`config.mk`:
```
export PLATFORM = sky130hd
export DESIGN_NAME = hbus_dword_adapter
export DESIGN_NICKNAME = d
export VERILOG_FILES = /design/src/rtl/hda_pkg.sv /design/src/rtl/hda_half_tracker.sv /design/src/rtl/hda_swap_reg.sv /design/src/rtl/hbus_dword_adapter.sv
export SDC_FILE = /design/constraint.sdc
export NUM_CORES = 1
export LEC_CHECK = 0
export BUFFER_PORTS_ARGS = -buffer_cell sky130_fd_sc_hd__buf_4
export CAP_MARGIN = 30
export CORE_MARGIN = 1.5
export CORE_UTILIZATION = 30
export DETAILED_ROUTE_END_ITERATION = 7
export MAX_ROUTING_LAYER = met4
export SETUP_SLACK_MARGIN = 0.4
export SLEW_MARGIN = 20
export SYNTH_ARGS = -nofsm -noshare
export SYNTH_HDL_FRONTEND = slang
export SYNTH_HIERARCHICAL = 1
export SYNTH_SLANG_ARGS = --single-unit
```
`constraint.sdc`:
```
create_clock -name clk -period 5 [get_ports clk]
set_input_delay 0.75 -clock clk [delete_from_list [all_inputs] [get_ports clk]]
set_output_delay 0.75 -clock clk [all_outputs]
set_load 0.05 [all_outputs]
```
`src/rtl/hda_pkg.sv`:
```
package hda_pkg;

    localparam int DATA_W = 32;
    localparam int HALF_W = DATA_W / 2;

    typedef logic [HALF_W-1:0] half_word_t;
    typedef logic [DATA_W-1:0] full_word_t;

    // classification of a 16-bit access against the pending half
    typedef enum logic [1:0] {
        ACC_NONE   = 2'd0,
        ACC_FIRST  = 2'd1,
        ACC_SECOND = 2'd2,
        ACC_REPEAT = 2'd3
    } acc_kind_e;

    typedef enum logic {
        HALF_LO = 1'b0,
        HALF_HI = 1'b1
    } half_sel_e;

    // place the arriving half beside the held one
    function automatic full_word_t merge_halves(half_sel_e new_half,
                                                half_word_t new_w,
                                                half_word_t held_w);
        full_word_t w;
        if (new_half == HALF_HI) w = {new_w, held_w};
        else                     w = {held_w, new_w};
        return w;
    endfunction

    function automatic half_word_t pick_half(half_sel_e h, full_word_t w);
        half_word_t r;
        if (h == HALF_HI) r = w[DATA_W-1:HALF_W];
        else              r = w[HALF_W-1:0];
        return r;
    endfunction

endpackage

```
`src/rtl/hda_half_tracker.sv`:
```
module hda_half_tracker
    import hda_pkg::*;
#(
    parameter int TAG_W = 6
) (
    input  logic             clk,
    input  logic             rst,
    input  logic             clr,
    input  logic             acc,
    input  half_sel_e        half,
    input  logic [TAG_W-1:0] tag,
    output acc_kind_e        kind
);

    typedef struct packed {
        logic             busy;
        half_sel_e        half;
        logic [TAG_W-1:0] tag;
    } track_t;

    track_t st_q;

    always_comb begin
        if (!acc)
            kind = ACC_NONE;
        else if (!st_q.busy || st_q.tag != tag)
            kind = ACC_FIRST;
        else if (st_q.half == half)
            kind = ACC_REPEAT;
        else
            kind = ACC_SECOND;
    end

    always_ff @(posedge clk) begin
        if (rst || clr) begin
            st_q <= '0;
        end else if (acc) begin
            if (kind == ACC_FIRST) begin
                st_q.busy <= 1'b1;
                st_q.half <= half;
                st_q.tag  <= tag;
            end else begin
                st_q.busy <= 1'b0;
            end
        end
    end

    // the same half twice in a row on one DWORD is a repeat
    a_r4_same_half_repeats: assert property (@(posedge clk) disable iff (rst)
        (acc && !clr && kind == ACC_FIRST) ##1
        (acc && !clr && tag == $past(tag) && half == $past(half))
        |-> kind == ACC_REPEAT);

    // a new DWORD tag after a first half starts over
    a_r7_tag_change_restarts: assert property (@(posedge clk) disable iff (rst)
        (acc && !clr && kind == ACC_FIRST) ##1 (acc && !clr && tag != $past(tag))
        |-> kind == ACC_FIRST);

    // the opposite half of the same DWORD completes the pair
    a_r3_other_half_completes: assert property (@(posedge clk) disable iff (rst)
        (acc && !clr && kind == ACC_FIRST) ##1
        (acc && !clr && tag == $past(tag) && half != $past(half))
        |-> kind == ACC_SECOND);

endmodule

```
`src/rtl/hda_swap_reg.sv`:
```
module hda_swap_reg
    import hda_pkg::*;
(
    input  logic       clk,
    input  logic       rst,
    input  logic       wr_en,
    input  full_word_t wdata,
    output full_word_t value,
    output logic       swap_on
);

    full_word_t val_q;

    always_ff @(posedge clk) begin
        if (rst)        val_q <= '0;
        else if (wr_en) val_q <= wdata;
    end

    assign value   = val_q;
    assign swap_on = (val_q == '1);

    // the register comes out of reset cleared
    a_r10_reset_clear: assert property (@(posedge clk) disable iff (rst)
        $past(rst) |-> val_q == '0);

    // the value moves only on a write
    a_r10_hold_without_write: assert property (@(posedge clk) disable iff (rst)
        (!$past(rst) && !$past(wr_en)) |-> $stable(val_q));

endmodule

```
`src/rtl/hbus_dword_adapter.sv`:
```
module hbus_dword_adapter
    import hda_pkg::*;
#(
    parameter int ADDR_W  = 8,
    parameter int SWAP_DW = 63
) (
    input  logic              clk,
    input  logic              rst,
    input  logic              mode16,
    input  logic              host_cs,
    input  logic              host_we,
    input  logic [ADDR_W-1:1] host_addr,
    input  logic [31:0]       host_wdata,
    output logic [31:0]       host_rdata,
    output logic              host_rd_valid,
    output logic              host_rd_bad,
    output logic              host_oe_hi,
    output logic              host_oe_lo,
    output logic              int_rd_en,
    output logic [ADDR_W-3:0] int_rd_addr,
    input  logic [31:0]       int_rdata,
    output logic              int_wr_en,
    output logic [ADDR_W-3:0] int_wr_addr,
    output logic [31:0]       int_wr_data
);

    localparam int               TAG_W    = ADDR_W - 2;
    localparam logic [TAG_W-1:0] SWAP_TAG = TAG_W'(SWAP_DW);

    // ---------------- access decode ----------------
    logic [TAG_W-1:0] tag;
    logic             a1;
    logic             swap_on;
    half_sel_e        phys;
    logic             hit_swap;
    logic             wr_acc16, rd_acc16, wr32, rd32;

    assign tag      = host_addr[ADDR_W-1:2];
    assign a1       = host_addr[1];
    assign phys     = half_sel_e'(mode16 & (a1 ^ swap_on));
    assign hit_swap = (tag == SWAP_TAG);
    assign wr_acc16 = host_cs & mode16 & host_we;
    assign rd_acc16 = host_cs & mode16 & ~host_we;
    assign wr32     = host_cs & ~mode16 & host_we;
    assign rd32     = host_cs & ~mode16 & ~host_we;

    // ---------------- half trackers ----------------
    acc_kind_e wr_kind, rd_kind;

    hda_half_tracker #(.TAG_W(TAG_W)) wr_trk_i (
        .clk  (clk),
        .rst  (rst),
        .clr  (~mode16),
        .acc  (wr_acc16),
        .half (phys),
        .tag  (tag),
        .kind (wr_kind)
    );

    hda_half_tracker #(.TAG_W(TAG_W)) rd_trk_i (
        .clk  (clk),
        .rst  (rst),
        .clr  (~mode16),
        .acc  (rd_acc16),
        .half (phys),
        .tag  (tag),
        .kind (rd_kind)
    );

    // ---------------- write path ----------------
    half_word_t wbuf_q;
    logic       wr_fire;
    full_word_t wr_word;
    full_word_t swap_val;

    assign wr_fire = wr32 | (wr_kind == ACC_SECOND);
    assign wr_word = mode16 ? merge_halves(phys, host_wdata[HALF_W-1:0], wbuf_q)
                            : host_wdata;

    always_ff @(posedge clk) begin
        if (rst)
            wbuf_q <= '0;
        else if (wr_kind == ACC_FIRST)
            wbuf_q <= host_wdata[HALF_W-1:0];
    end

    hda_swap_reg swap_i (
        .clk     (clk),
        .rst     (rst),
        .wr_en   (wr_fire & hit_swap),
        .wdata   (wr_word),
        .value   (swap_val),
        .swap_on (swap_on)
    );

    always_ff @(posedge clk) begin
        if (rst) begin
            int_wr_en   <= 1'b0;
            int_wr_addr <= '0;
            int_wr_data <= '0;
        end else begin
            int_wr_en <= wr_fire & ~hit_swap;
            if (wr_fire) begin
                int_wr_addr <= tag;
                int_wr_data <= wr_word;
            end
        end
    end

    // ---------------- read path ----------------
    logic       rd_fetch;
    full_word_t rd_src;
    full_word_t snap_q;
    full_word_t rd_next;
    logic       rd_was16_q;

    assign rd_fetch    = rd32 | (rd_kind == ACC_FIRST);
    assign rd_src      = hit_swap ? swap_val : int_rdata;
    assign int_rd_en   = rd_fetch & ~hit_swap;
    assign int_rd_addr = tag;

    always_comb begin
        rd_next = '0;
        if (rd32)
            rd_next = rd_src;
        else begin
            case (rd_kind)
                ACC_FIRST:  rd_next = {{HALF_W{1'b0}}, pick_half(phys, rd_src)};
                ACC_SECOND: rd_next = {{HALF_W{1'b0}}, pick_half(phys, snap_q)};
                default:    rd_next = '0;
            endcase
        end
    end

    always_ff @(posedge clk) begin
        if (rst) begin
            snap_q        <= '0;
            host_rdata    <= '0;
            host_rd_valid <= 1'b0;
            host_rd_bad   <= 1'b0;
            rd_was16_q    <= 1'b0;
        end else begin
            if (rd_kind == ACC_FIRST)
                snap_q <= rd_src;
            host_rd_valid <= host_cs & ~host_we;
            host_rd_bad   <= (rd_kind == ACC_REPEAT);
            host_rdata    <= rd_next;
            rd_was16_q    <= mode16;
        end
    end

    assign host_oe_lo = host_rd_valid;
    assign host_oe_hi = host_rd_valid & ~rd_was16_q;

    // ---------------- assertions ----------------
    // an internal write always follows a host write access
    a_r3_write_has_source: assert property (@(posedge clk) disable iff (rst)
        int_wr_en |-> $past(host_cs && host_we));

    // a repeated half never produces an internal write
    a_r4_repeat_no_write: assert property (@(posedge clk) disable iff (rst)
        (wr_acc16 && wr_kind == ACC_REPEAT) |=> !int_wr_en);

    // the second read half is served without fetching
    a_r5_second_no_fetch: assert property (@(posedge clk) disable iff (rst)
        (rd_acc16 && rd_kind == ACC_SECOND) |-> !int_rd_en);

    // a repeated read half returns a flagged zero
    a_r6_repeat_flagged: assert property (@(posedge clk) disable iff (rst)
        (rd_acc16 && rd_kind == ACC_REPEAT) |=> (host_rd_bad && host_rdata == '0));

    // the swap register address never reaches the internal port
    a_r10_swap_local: assert property (@(posedge clk) disable iff (rst)
        (host_cs && hit_swap) |-> !int_rd_en);

    // upper pins stay quiet for 16-bit reads
    a_r11_upper_quiet: assert property (@(posedge clk) disable iff (rst)
        (host_rd_valid && $past(mode16)) |-> (!host_oe_hi && host_rdata[31:16] == '0));

endmodule

```
# ---- Word level (Yosys, flattened, before mapping)
# Index checks and enable logic that the tools add are counted.
dict set report classes {
  addsub 0
  n_mul 0
  div 0
  magnitude_cmp 0
  eq_ne 11
  n_shift 0
  n_mux 15
  n_bitwise 19
  reduce_logical 7
}
# cell n
set ops {}
lappend ops {{two-way mux 32 bit} 4}
lappend ops {{equality test 32 bit (second input constant)} 1}
lappend ops {{two-way mux 16 bit} 2}
lappend ops {{case mux 16 bit (2 select lines)} 1}
lappend ops {{AND 1 bit} 12}
lappend ops {{!= test 6 bit} 2}
lappend ops {{two-way mux 2 bit} 4}
lappend ops {{equality test 2 bit (second input constant)} 3}
lappend ops {{equality test 6 bit (second input constant)} 1}
lappend ops {{equality test 2 x 1 -> 1 bit (second input constant)} 2}
lappend ops {{two-way mux 1 bit} 4}
lappend ops {{inverter 1 bit} 4}
lappend ops {{AND reduction 2 bit} 2}
lappend ops {{logical OR 1 bit} 3}
lappend ops {{equality test 1 bit} 2}
lappend ops {{logical NOT 1 bit} 2}
lappend ops {{bitwise OR 1 bit} 2}
lappend ops {{bitwise XOR 1 bit} 1}
dict set report totals {
  ff_bits 170
  latchBits 0
  mem_bits_rw 0
  rom_bits 0
  in_bits 76
  out_inout_bits 82
  word_cells 68
  memories 0
}

# ---- Longest topological paths before layout
# Gate-level depths: netlist of the first run.
dict set report logic_depth {
  depth_word 10
  ltp_mapped 20
  mapped_depth_nobuf 16
}

# ---- Cells and area by module
# Netlist of the first run, hierarchy kept.
# mod instances cells_per_inst area_each_um2 seq_area_each_um2
set modules_own_cells {}
lappend modules_own_cells {hbus_dword_adapter 1 633 5477.8 2442.3}
lappend modules_own_cells {hda_swap_reg 1 114 1188.6 640.6}
lappend modules_own_cells {hda_half_tracker 2 43 389.1 160.2}

# ---- Least setup slack after synthesis of the first run
# OpenSTA, ideal clock, no wires.
dict set report synth_path {
  kind {reg2out}
  startpoint {register swap_i.val_q[21], in the netlist swap_i/value[21]}
  endpoint {output port int_rd_en}
  arrival_time_ps 3435
  t_required_ps 4250
  slack_ps 815
  path_stages_with_launch 16
  path_buffers 3
  path_cell_list {dfxtp_1 -> nand4_1 -> or4_1 -> nor2_1 -> xnor2_4 -> nand2b_1 -> buf_6 -> inv_6 -> buf_6 -> buf_6 -> xnor2_1 -> nor3_1 -> nor2_1 -> ha_1 -> inv_1 -> a21oi_1}
}
dict set report synth_via {
  elab_chain_cells 10
}
# element line_no
set synth_rtl {}
lappend synth_rtl {{from (decl)} hda_swap_reg.sv:12} ;# full_word_t val_q;
lappend synth_rtl {{from (signal assigned)} hda_swap_reg.sv:16} ;# else if (wr_en) val_q <= wdata;
lappend synth_rtl {{equality test 32 bit} hda_swap_reg.sv:20} ;# assign swap_on = (val_q == '1);
lappend synth_rtl {{named net swap_on} hbus_dword_adapter.sv:33} ;# logic swap_on;
lappend synth_rtl {{bitwise XOR 1 bit} hbus_dword_adapter.sv:40} ;# assign phys = half_sel_e'(mode16 & (a1 ^ swap_on));
lappend synth_rtl {{AND 1 bit} hbus_dword_adapter.sv:40}
lappend synth_rtl {{named net phys} hbus_dword_adapter.sv:34} ;# half_sel_e phys;
lappend synth_rtl {{equality test 1 bit} hda_half_tracker.sv:28} ;# else if (st_q.half == half)
lappend synth_rtl {{two-way mux 1 bit} hda_half_tracker.sv:28}
lappend synth_rtl {{two-way mux 2 bit} hda_half_tracker.sv:26} ;# else if (!st_q.busy || st_q.tag != tag)
lappend synth_rtl {{two-way mux 2 bit} hda_half_tracker.sv:24} ;# if (!acc)
lappend synth_rtl {{named net rd_kind[0]} hbus_dword_adapter.sv:48} ;# acc_kind_e wr_kind, rd_kind;
lappend synth_rtl {{equality test 2 x 1 -> 1 bit} hbus_dword_adapter.sv:117} ;# assign rd_fetch = rd32 | (rd_kind == ACC_FIRST);
lappend synth_rtl {{bitwise OR 1 bit} hbus_dword_adapter.sv:117}
lappend synth_rtl {{AND 1 bit} hbus_dword_adapter.sv:119} ;# assign int_rd_en = rd_fetch & ~hit_swap;
lappend synth_rtl {{to (decl)} hbus_dword_adapter.sv:19} ;# output logic int_rd_en,
# The timed path passes the listed nets, and every way through them passes these cells.

# ---- Final worst setup path of the first run
dict set report layout_path {
  startpoint {register swap_i.val_q[2], in the netlist swap_i/value[2]}
  endpoint {output port int_rd_en}
}
dict set report layout_via {
  elab_chain_cells 10
}
# element line_no
set layout_rtl {}
lappend layout_rtl {{equality test 32 bit} hda_swap_reg.sv:20}
lappend layout_rtl {{named net swap_on} hbus_dword_adapter.sv:33}
lappend layout_rtl {{bitwise XOR 1 bit} hbus_dword_adapter.sv:40}
lappend layout_rtl {{AND 1 bit} hbus_dword_adapter.sv:40}
lappend layout_rtl {{equality test 1 bit} hda_half_tracker.sv:28}
lappend layout_rtl {{two-way mux 1 bit} hda_half_tracker.sv:28}
lappend layout_rtl {{two-way mux 2 bit} hda_half_tracker.sv:26}
lappend layout_rtl {{two-way mux 2 bit} hda_half_tracker.sv:24}
lappend layout_rtl {{named net rd_kind[0]} hbus_dword_adapter.sv:48}
lappend layout_rtl {{equality test 2 x 1 -> 1 bit} hbus_dword_adapter.sv:117}
lappend layout_rtl {{bitwise OR 1 bit} hbus_dword_adapter.sv:117}
lappend layout_rtl {{AND 1 bit} hbus_dword_adapter.sv:119}
# The timed path passes the listed nets, and every way through them passes these cells.

==> run summary, run 1 <==
FF+latch count, synth = 170
ANT cells = 0
Critical Path AT = 3.53 ns
Initial Utilization = 0.306
peak supply drop = 0.212 mV
synth-to-layout area growth = 27.7%
crit end category = output pin
vias in the first global route = 6097
warnings from Yosys = 6
internal power = 2.30 mW
clock share of power = 0.433
Crit Path Class = reg2out
CTS clk-pin slew, worst paths = 0.07 ns
Flop pwr share = 0.437
Post-Synth XOR/XNOR Area = 0.0202
layout cell share with drive strength beyond 1 = 0.261
via count = 6538
syn nets = 912
mux cell area share after synthesis = 0.158
dpl hpwl = 17600 um
Final Hold Fails = 0
Synth Area in Adders = 0.00504
drt wl/cell = 18.7 um
NetSw = 0.928 mW
initial antenna violation count = 0
Place WS = 0.914 ns
combinational share of power = 0.130
Layout fillers = 2438
relative slew slack = 0.377
fin nets = 1043
Sum Neg Setup Slack = 0 ns
Core Util, Final = 0.391
Static Leak = 3.59 nW
unrepaired setup endpoints after global routing = false
Finished Layout Cells = 1301
Mapped Area = 0.00744 mm^2
Hold Path Class = reg2reg
DIE WIDTH = 161 um
input/output buffers = 157
max cap viols = 0
first-pass GRT wire length = 36400 um
fin crit period = 4.28 ns
Avg Cell Area, Syn = 8.94 um^2
Core Area = 0.0243 mm^2
io pins = 158
Pre-Repair DR Iteration Count = 5
sequential-to-total area share from yosys stat = 0.457
1st-iter DRT viols = 496
H-tree levels = 4
final instance area = 0.00951 mm^2
dpl cells = 1266
crit-path max FO = 9
Mapped Cells = 833
ys flop type = dfxtp_1
final setup margin = 0.721 ns
clock sinks = 170
CP Launch Type = flip-flop
largest net degree at the start of global routing = 80
compound-cell area share of the yosys netlist = 0.137
DR DRC count = 0
Final Max Tran Viols = 0
f_max = 234 MHz
ANT nets after route = 0
Placer Congestion = 0.892
fin crit share = 0.856
# setup viols final = 0
Power Density = 340 mW/mm^2
Sw Ratio = 0.287
Root Buffer = clkbuf_16
clk buf depth = 2
status = complete, no violations
Synth Area in Simple Gates = 0.172
CTS tree = yes
final WL = 24300 um
Die Ht = 161 um
# hold bufs at CTS = 0
gr ovfl total = 0
total placed instance area = 0.00886 mm^2
clk_lat worst skew = 0.44 ns
async set or reset register ratio after synthesis = 0
Die ar. = 0.0258 mm^2
row count = 57
Worst-Margin Slew = 0.935 ns
GRT Resource Usage Total = 0.193
Required @ worst endpoint = 4.25 ns
TritonCTS Buffers = 17
mean number of vias per cell = 5.03
worst clock skew = 0.00997 ns
main combinational cell family by area after synthesis = simple AND/OR/NAND/NOR gates
Unique masters post-synth = 37
Post-synth EDFFs = 0
worst paths after layout:
path	from	to	slack, ns	depth (start not counted)
worst max-delay path	swap_i/value[2]	int_rd_en	0.72	13
worst min-delay path	int_wr_data[18]	int_wr_data[18]	0.45	2
worst max register to register	swap_i/value[2]	swap_i/value[2]	1.21	16
worst min register to register	int_wr_data[18]	int_wr_data[18]	0.45	2
worst max-delay path, cell delays in order (launching register included):
cell and delay, ns:
dfxtp_1 0.38, nand4_1 0.11, or4_1 0.56, nor2_1 0.28
xnor2_4 0.18, nand2b_1 0.24, inv_6 0.05, xnor2_1 0.15
nor3_1 0.06, nor2_1 0.22, ha_2 0.32, inv_1 0.13
a21oi_1 0.18, buf_4 0.23
cell usage in the layout (no fill, tap or decap), drive strengths merged, types with 17 or more instances in the layout:
cell type    n
buf        177
inv         17
nor3        30
nand2       95
dfxtp      170
nor2       141
clkbuf      17
a21oi       82
mux2i       95
a211oi      32
o21ai       21
through the flow:
step	hold WS, ns	power [mW]
global route	0.475	3.34
detailed placement	0.447	1.86
finish	0.452	3.23
global placement	0.440	1.86
floorplan	0.446	1.69
CTS	0.458	3.26
routing by layer:
layer,track usage,routed length [um]
met1,0.253,11100
met2,0.289,11100
met3,0.0387,1460
met4,0.0790,669
met5,-,0
registers in the layout, indices dropped and copies added, names as in the netlist:
signal         flops
swap_i/value      32
int_wr_en          1
int_wr_addr        6
host_oe_lo         1
rd_was16_q         1
host_rd_bad        1
int_wr_data       32
wbuf_q            16
rd_trk_i/st_q      8
host_rdata        32
snap_q            32
wr_trk_i/st_q      8
area by class of cell:
| cell class | count | area (um^2) | share of cell area |
|---|---|---|---|
| Multi-Input combinational cell | 589 | 3700 | 0.389 |
| Sequential cell | 170 | 3400 | 0.358 |
| Timing Repair Buffer | 177 | 1340 | 0.141 |
| Clock buffer | 17 | 425 | 0.0447 |
| Tap cell | 324 | 405 | 0.0426 |
| Clock inverter | 15 | 198 | 0.0208 |
| Inverter | 9 | 38.8 | 0.00408 |
power by group through the flow:
stage          sequential [mW]  clock (mW)  combinational (mW)
2_1_floorplan             1.50           0               0.191
3_3_place_gp              1.44           0               0.418
3_5_place_dp              1.44           0               0.417
4_1_cts                   1.41        1.43               0.418
5_1_grt                   1.42        1.48               0.444
6_report                  1.41        1.40               0.421
repair_timing:
item / CTS / global route
setup endpoints to repair: 0 / 1
buffers inserted: 0 / 3
resized for setup: 0 / 0
synthesized netlist by cell type, types with 8 or more instances:
| master | count | area share |
|---|---|---|
| a21oi_1 | 82 | 0.055 |
| o21ai_0 | 18 | 0.012 |
| o2bb2ai_1 | 12 | 0.014 |
| clkbuf_1 | 34 | 0.017 |
| dfxtp_1 | 170 | 0.46 |
| nor2_2 | 11 | 0.0092 |
| buf_2 | 9 | 0.0060 |
| buf_4 | 13 | 0.013 |
| nor3_1 | 19 | 0.013 |
| o22ai_1 | 13 | 0.011 |
| a211oi_1 | 32 | 0.032 |
| nor3_2 | 11 | 0.015 |
| nand2_1 | 95 | 0.048 |
| nor2_1 | 130 | 0.066 |
| xnor2_1 | 14 | 0.016 |
| mux2_4 | 12 | 0.024 |
| nand4_1 | 11 | 0.0092 |
| mux2i_1 | 95 | 0.13 |
| inv_1 | 8 | 0.0040 |
logic make-up after synthesis:
| group | count (synthesis) |
|---|---|
| and+or+nand+nor | 291 |
| DFF | 170 |
| AOI/OAI and AO/OA | 169 |
| muxes | 111 |
| buffers and inverters | 74 |
| xor gates and xnor gates | 15 |
| adders and majority gates | 3 |
Note: power is estimated with default switching activity, not from simulation.
==> run 2: changes to the inputs <==
--- a/config.mk
+++ b/config.mk
@@ -5,12 +5,14 @@
 export SDC_FILE = /design/constraint.sdc
 export NUM_CORES = 1
 export LEC_CHECK = 0
-export BUFFER_PORTS_ARGS = -buffer_cell sky130_fd_sc_hd__buf_4
+export BUFFER_PORTS_ARGS = -buffer_cell sky130_fd_sc_hd__buf_2
 export CAP_MARGIN = 30
 export CORE_MARGIN = 1.5
 export CORE_UTILIZATION = 30
 export DETAILED_ROUTE_END_ITERATION = 7
+export GPL_TIMING_DRIVEN = 0
 export MAX_ROUTING_LAYER = met4
+export PLACE_DENSITY = 0.46
 export SETUP_SLACK_MARGIN = 0.4
 export SLEW_MARGIN = 20
 export SYNTH_ARGS = -nofsm -noshare
==> run 2 against run 1 <==
- first-iteration DRC count decreased by 11%
- critical path depth grew 3
- largest cell class unchanged
- non-clock buffer count is 47 higher
- via count up 1.3%
- global-route usage rose by 1.7 points
- sequential share of layout area up 1.0 points
==> run summary, run 2 (synthesis gave the netlist of run 1 again) <==
status = complete, no violations
Placer Congestion = 0.840
layout cell share with drive strength beyond 1 = 0.267
vias in the first global route = 6314
relative slew slack = 0.484
Pre-Repair DR Iteration Count = 5
H-tree levels = 4
# setup viols final = 0
via count = 6623
synth-to-layout area growth = 24.4%
DR DRC count = 0
dpl hpwl = 19800 um
Power Density = 337 mW/mm^2
clk_lat worst skew = 0.44 ns
mean number of vias per cell = 4.91
CTS clk-pin slew, worst paths = 0.07 ns
final WL = 26000 um
Sum Neg Setup Slack = 0 ns
ANT nets after route = 0
fin nets = 1090
Initial Utilization = 0.306
Flop pwr share = 0.451
drt wl/cell = 19.3 um
Final Max Tran Viols = 0
max cap viols = 0
Core Area = 0.0243 mm^2
worst path cell trace = nand4_1 -> or4_4 -> nor2_4 -> xnor2_4 -> nand2b_1 -> buf_6 -> inv_6 -> buf_6 -> buf_8 -> xnor2_1 -> nor3_1 -> nor2_2 -> ha_2 -> inv_1 -> a21oi_2 -> buf_6
fin crit period = 4.43 ns
row count = 57
Root Buffer = clkbuf_16
gr ovfl total = 0
Layout fillers = 2506
unrepaired setup endpoints after global routing = false
Static Leak = 3.58 nW
DIE WIDTH = 161 um
CP Launch Type = flip-flop
crit-path max FO = 13
multi-input logic area = 0.00370 mm^2
largest net degree at the start of global routing = 19
sequential cell area = 0.00341 mm^2
clock share of power = 0.419
dpl cells = 1314
most frequent cells in the layout = buf_2, dfxtp_1, nor2_1
input/output buffers = 157
Die ar. = 0.0258 mm^2
fin crit share = 0.886
Worst-Margin Slew = 0.773 ns
CTS tree = yes
Crit Path Class = reg2out
peak supply drop = 0.186 mV
GRT Resource Usage Total = 0.210
first-pass GRT wire length = 39100 um
crit end category = output pin
Finished Layout Cells = 1348
critical path's slowest cell = or4_4
clk buf depth = 2
Critical Path Max Stage Delay = 0.58 ns
# hold bufs at CTS = 0
Cells on Worst Hold Path = 2
ANT cells = 0
io pins = 158
most common cell after layout, fill and taps aside = buf_2
CP Depth = 16
Critical Path Most Common Cell = buf_6
worst clock skew = 0.0126 ns
Sw Ratio = 0.292
TritonCTS Buffers = 17
Critical Path AT = 3.68 ns
f_max = 226 MHz
Required @ worst endpoint = 4.25 ns
initial antenna violation count = 0
Die Ht = 161 um
internal power = 2.21 mW
combinational share of power = 0.129
worst reg2reg path depth = 20
Hold Path Class = reg2reg
crit path buf inv count = 6
clock sinks = 170
Worst path top cell family by delay = simple AND/OR/NAND/NOR gates
NetSw = 0.914 mW
1st-iter DRT viols = 439
Final Hold Fails = 0
[run 2: cell types whose count changed in the layout (fill, tap and decap cells not counted), sizes merged]
cell,change
inv,-2
clkbuf,+35
clkinvlp,+2
clkinv,+1
bufinv,-1
buf,+12
[run 2: metal layers]
layer  wire length (um)  global-route usage
met2              12000               0.321
met4                633              0.0701
met1              12000               0.276
met3               1470              0.0447
met5                  0                   -
[run 2: worst reg2reg max path, delay by kind of cell (launching register included)]
kind	cells	cell delay [ns]
DFF	1	0.38
xor gates and xnor gates	2	0.22
AOI/OAI and AO/OA	1	0.30
muxes	1	0.17
buffers and inverters	8	1.56
and+or+nand+nor	8	1.45
[run 2: worst paths after layout]
path	slack (ns)	to	startpoint
worst min-delay path	0.46	int_wr_data[27]	int_wr_data[27]
worst max-delay path	0.57	int_rd_en	swap_i/value[18]
worst max register to register	0.80	swap_i/value[6]	swap_i/value[18]
worst min register to register	0.46	int_wr_data[27]	int_wr_data[27]
[run 2: repair_timing]
| item | CTS | global route |
|---|---|---|
| gates cloned | 0 | 0 |
| setup endpoints to repair | 33 | 9 |
| resized for setup | 15 | 3 |
| setup buffers | 2 | 0 |
| pin swaps | 3 | 3 |
[run 2: power groups by stage]
| stage | Sequential [mW] | Clock (mW) | Combinational (mW) |
|---|---|---|---|
| global placement | 1.44 | 0 | 0.403 |
| global route | 1.42 | 1.39 | 0.432 |
| CTS | 1.41 | 1.33 | 0.407 |
| detailed placement | 1.44 | 0 | 0.403 |
| finish | 1.41 | 1.31 | 0.404 |
| floorplan | 1.50 | 0 | 0.191 |
[run 2: cell type report]
| class | instances | share of cell area |
|---|---|---|
| tap | 324 | 0.0438 |
| buffer | 65 | 0.0366 |
| multi-input combinational | 589 | 0.399 |
| inverter | 9 | 0.00419 |
| clock buffer | 17 | 0.0459 |
| sequential | 170 | 0.368 |
| timing repair buffer | 159 | 0.0871 |
| clock inverter | 15 | 0.0149 |
[run 2: stage by stage]
stage	setup slack (ns)	instance area [um^2]	util	total power [mW]	hold slack (ns)
global placement	0.255	8640	0.355	1.84	0.437
global route	0.404	9260	0.381	3.24	0.467
detailed placement	0.243	8640	0.355	1.84	0.444
floorplan	0.815	7440	-	1.69	0.446
finish	0.572	9260	0.381	3.13	0.458
CTS	0.507	9260	0.381	3.15	0.457
==> run 3: changes to the inputs <==
--- a/config.mk
+++ b/config.mk
@@ -10,7 +10,6 @@
 export CORE_MARGIN = 1.5
 export CORE_UTILIZATION = 30
 export DETAILED_ROUTE_END_ITERATION = 7
-export GPL_TIMING_DRIVEN = 0
 export MAX_ROUTING_LAYER = met4
 export PLACE_DENSITY = 0.46
 export SETUP_SLACK_MARGIN = 0.4
==> run 3 against run 2 <==
- sequential share of layout area rose by 0.66 points
- combinational power fell by 4%
- hold slack got worse by 0.0082 ns
- critical path depth fell by 3
- count of clock-buffer cells in the layout rose by 3
- flip-flop and latch count did not move
- cell count fell by 3.8%
- total power rose by 2.0%
- worst setup slack improved by 0.20 ns
==> run summary, run 3 (synthesis gave the netlist of run 1 again) <==
status = complete, no violations
Sum Neg Setup Slack = 0 ns
peak supply drop = 0.169 mV
Layout fillers = 2539
initial antenna violation count = 0
Worst Setup SP = swap_i/value[21]
fin nets = 1041
Worst-Margin Slew = 0.701 ns
TritonCTS Buffers = 17
via count = 6251
layout cell share with drive strength beyond 1 = 0.258
most common cell after layout, fill and taps aside = dfxtp_1
clk buf depth = 2
f_max = 237 MHz
H-tree levels = 4
GRT Resource Usage Total = 0.198
max cap viols = 0
Initial Utilization = 0.306
ANT nets after route = 0
vias in the first global route = 6101
DIE WIDTH = 161 um
Pre-Repair DR Iteration Count = 5
Crit Path Class = reg2out
post-CTS resize count = 0
Required @ worst endpoint = 4.25 ns
Root Buffer = clkbuf_16
first-pass GRT wire length = 37400 um
gr ovfl total = 0
Power Density = 351 mW/mm^2
unrepaired setup endpoints after global routing = false
clk_lat worst skew = 0.43 ns
1st-iter DRT viols = 451
worst clock skew = 0.00910 ns
Tot Pwr = 3.19 mW
io pins = 158
Placer Congestion = 0.829
Hold EP = int_wr_data[28]
final WL = 24500 um
drt wl/cell = 18.9 um
Core Area = 0.0243 mm^2
Static Leak = 3.50 nW
input/output buffers = 157
largest net degree at the start of global routing = 58
DR DRC count = 0
worst reg2reg path depth = 16
# setup viols final = 0
fin crit share = 0.845
most frequent cells in the layout = dfxtp_1, buf_2, nor2_1
ANT cells = 0
worst r2r dst = swap_i/value[7]
relative slew slack = 0.531
clock sinks = 170
Die Ht = 161 um
Final Hold Fails = 0
Critical Path AT = 3.48 ns
Die ar. = 0.0258 mm^2
Final Max Tran Viols = 0
Hold Path Class = reg2reg
Cells on Worst Hold Path = 2
reg2reg start = swap_i/value[21]
CTS tree = yes
Worst R2R Setup Slack = 1.07 ns
fin crit period = 4.23 ns
mean number of vias per cell = 4.82
CP Launch Type = flip-flop
hold path start = int_wr_data[28]
synth-to-layout area growth = 21.9%
row count = 57
crit end category = output pin
dpl hpwl = 17700 um
crit-path max FO = 6
CTS clk-pin slew, worst paths = 0.07 ns
run 3: worst max-delay path by stage:
stage / end / slack [ns] / cells after the start
2_1_floorplan: int_rd_en / 0.81 / 15
3_3_place_gp: swap_i/value[18] / 0.78 / 16
3_5_place_dp: swap_i/value[8] / 0.76 / 16
4_1_cts: int_rd_en / 0.42 / 13
5_1_grt: int_rd_en / 0.59 / 13
6_report: int_rd_en / 0.77 / 13
run 3: power by group:
group          internal, mW  switching, mW
combinational         0.117          0.270
clock                 0.823          0.567
sequential             1.39         0.0198
run 3: layout make-up:
type / instances / area, um^2 / share of cell area
multi-input cells: 589 / 3700 / 0.407
repair buffers: 175 / 923 / 0.102
clock inverters: 10 / 141 / 0.0156
clock buffers: 20 / 467 / 0.0514
inverters: 9 / 38.8 / 0.00427
well taps: 324 / 405 / 0.0447
flip-flops and latches: 170 / 3400 / 0.375
run 3: worst max-delay path, cell delays in order, from the launching register on:
cell and delay [ns]:
dfxtp_1 0.41, nand4_1 0.10, or4_1 0.59, nor2_1 0.30, xnor2_4 0.18, nand2b_1 0.24
inv_6 0.04, xnor2_1 0.12, nor3_1 0.06, nor2_1 0.19, ha_2 0.22, inv_1 0.10
a21oi_1 0.20, buf_2 0.30
run 3: metal layers:
layer | up-vias | share of wire | GRT usage
li1 | 3130 | - | -
met2 | 187 | 0.45 | 0.296
met1 | 2914 | 0.49 | 0.269
met4 | 0 | 0.014 | 0.0510
met3 | 20 | 0.048 | 0.0434
met5 | - | 0 | -
run 3: stage by stage:
stage	hold slack, ns	utilization	area (um^2)	cells	worst slack (ns)
after floorplan	0.446	-	7440	833	0.815
after global placement	0.437	0.348	8450	1265	0.776
after detailed placement	0.442	0.348	8450	1265	0.761
after CTS	0.457	0.373	9060	1295	0.425
after global routing	0.467	0.373	9080	1297	0.593
final	0.449	0.373	9080	1297	0.774
run 3: what timing repair did:
action / in CTS / in global routing
hold buffers: 0 / 0
buffers inserted: 0 / 2
endpoints found under the setup margin: 0 / 1
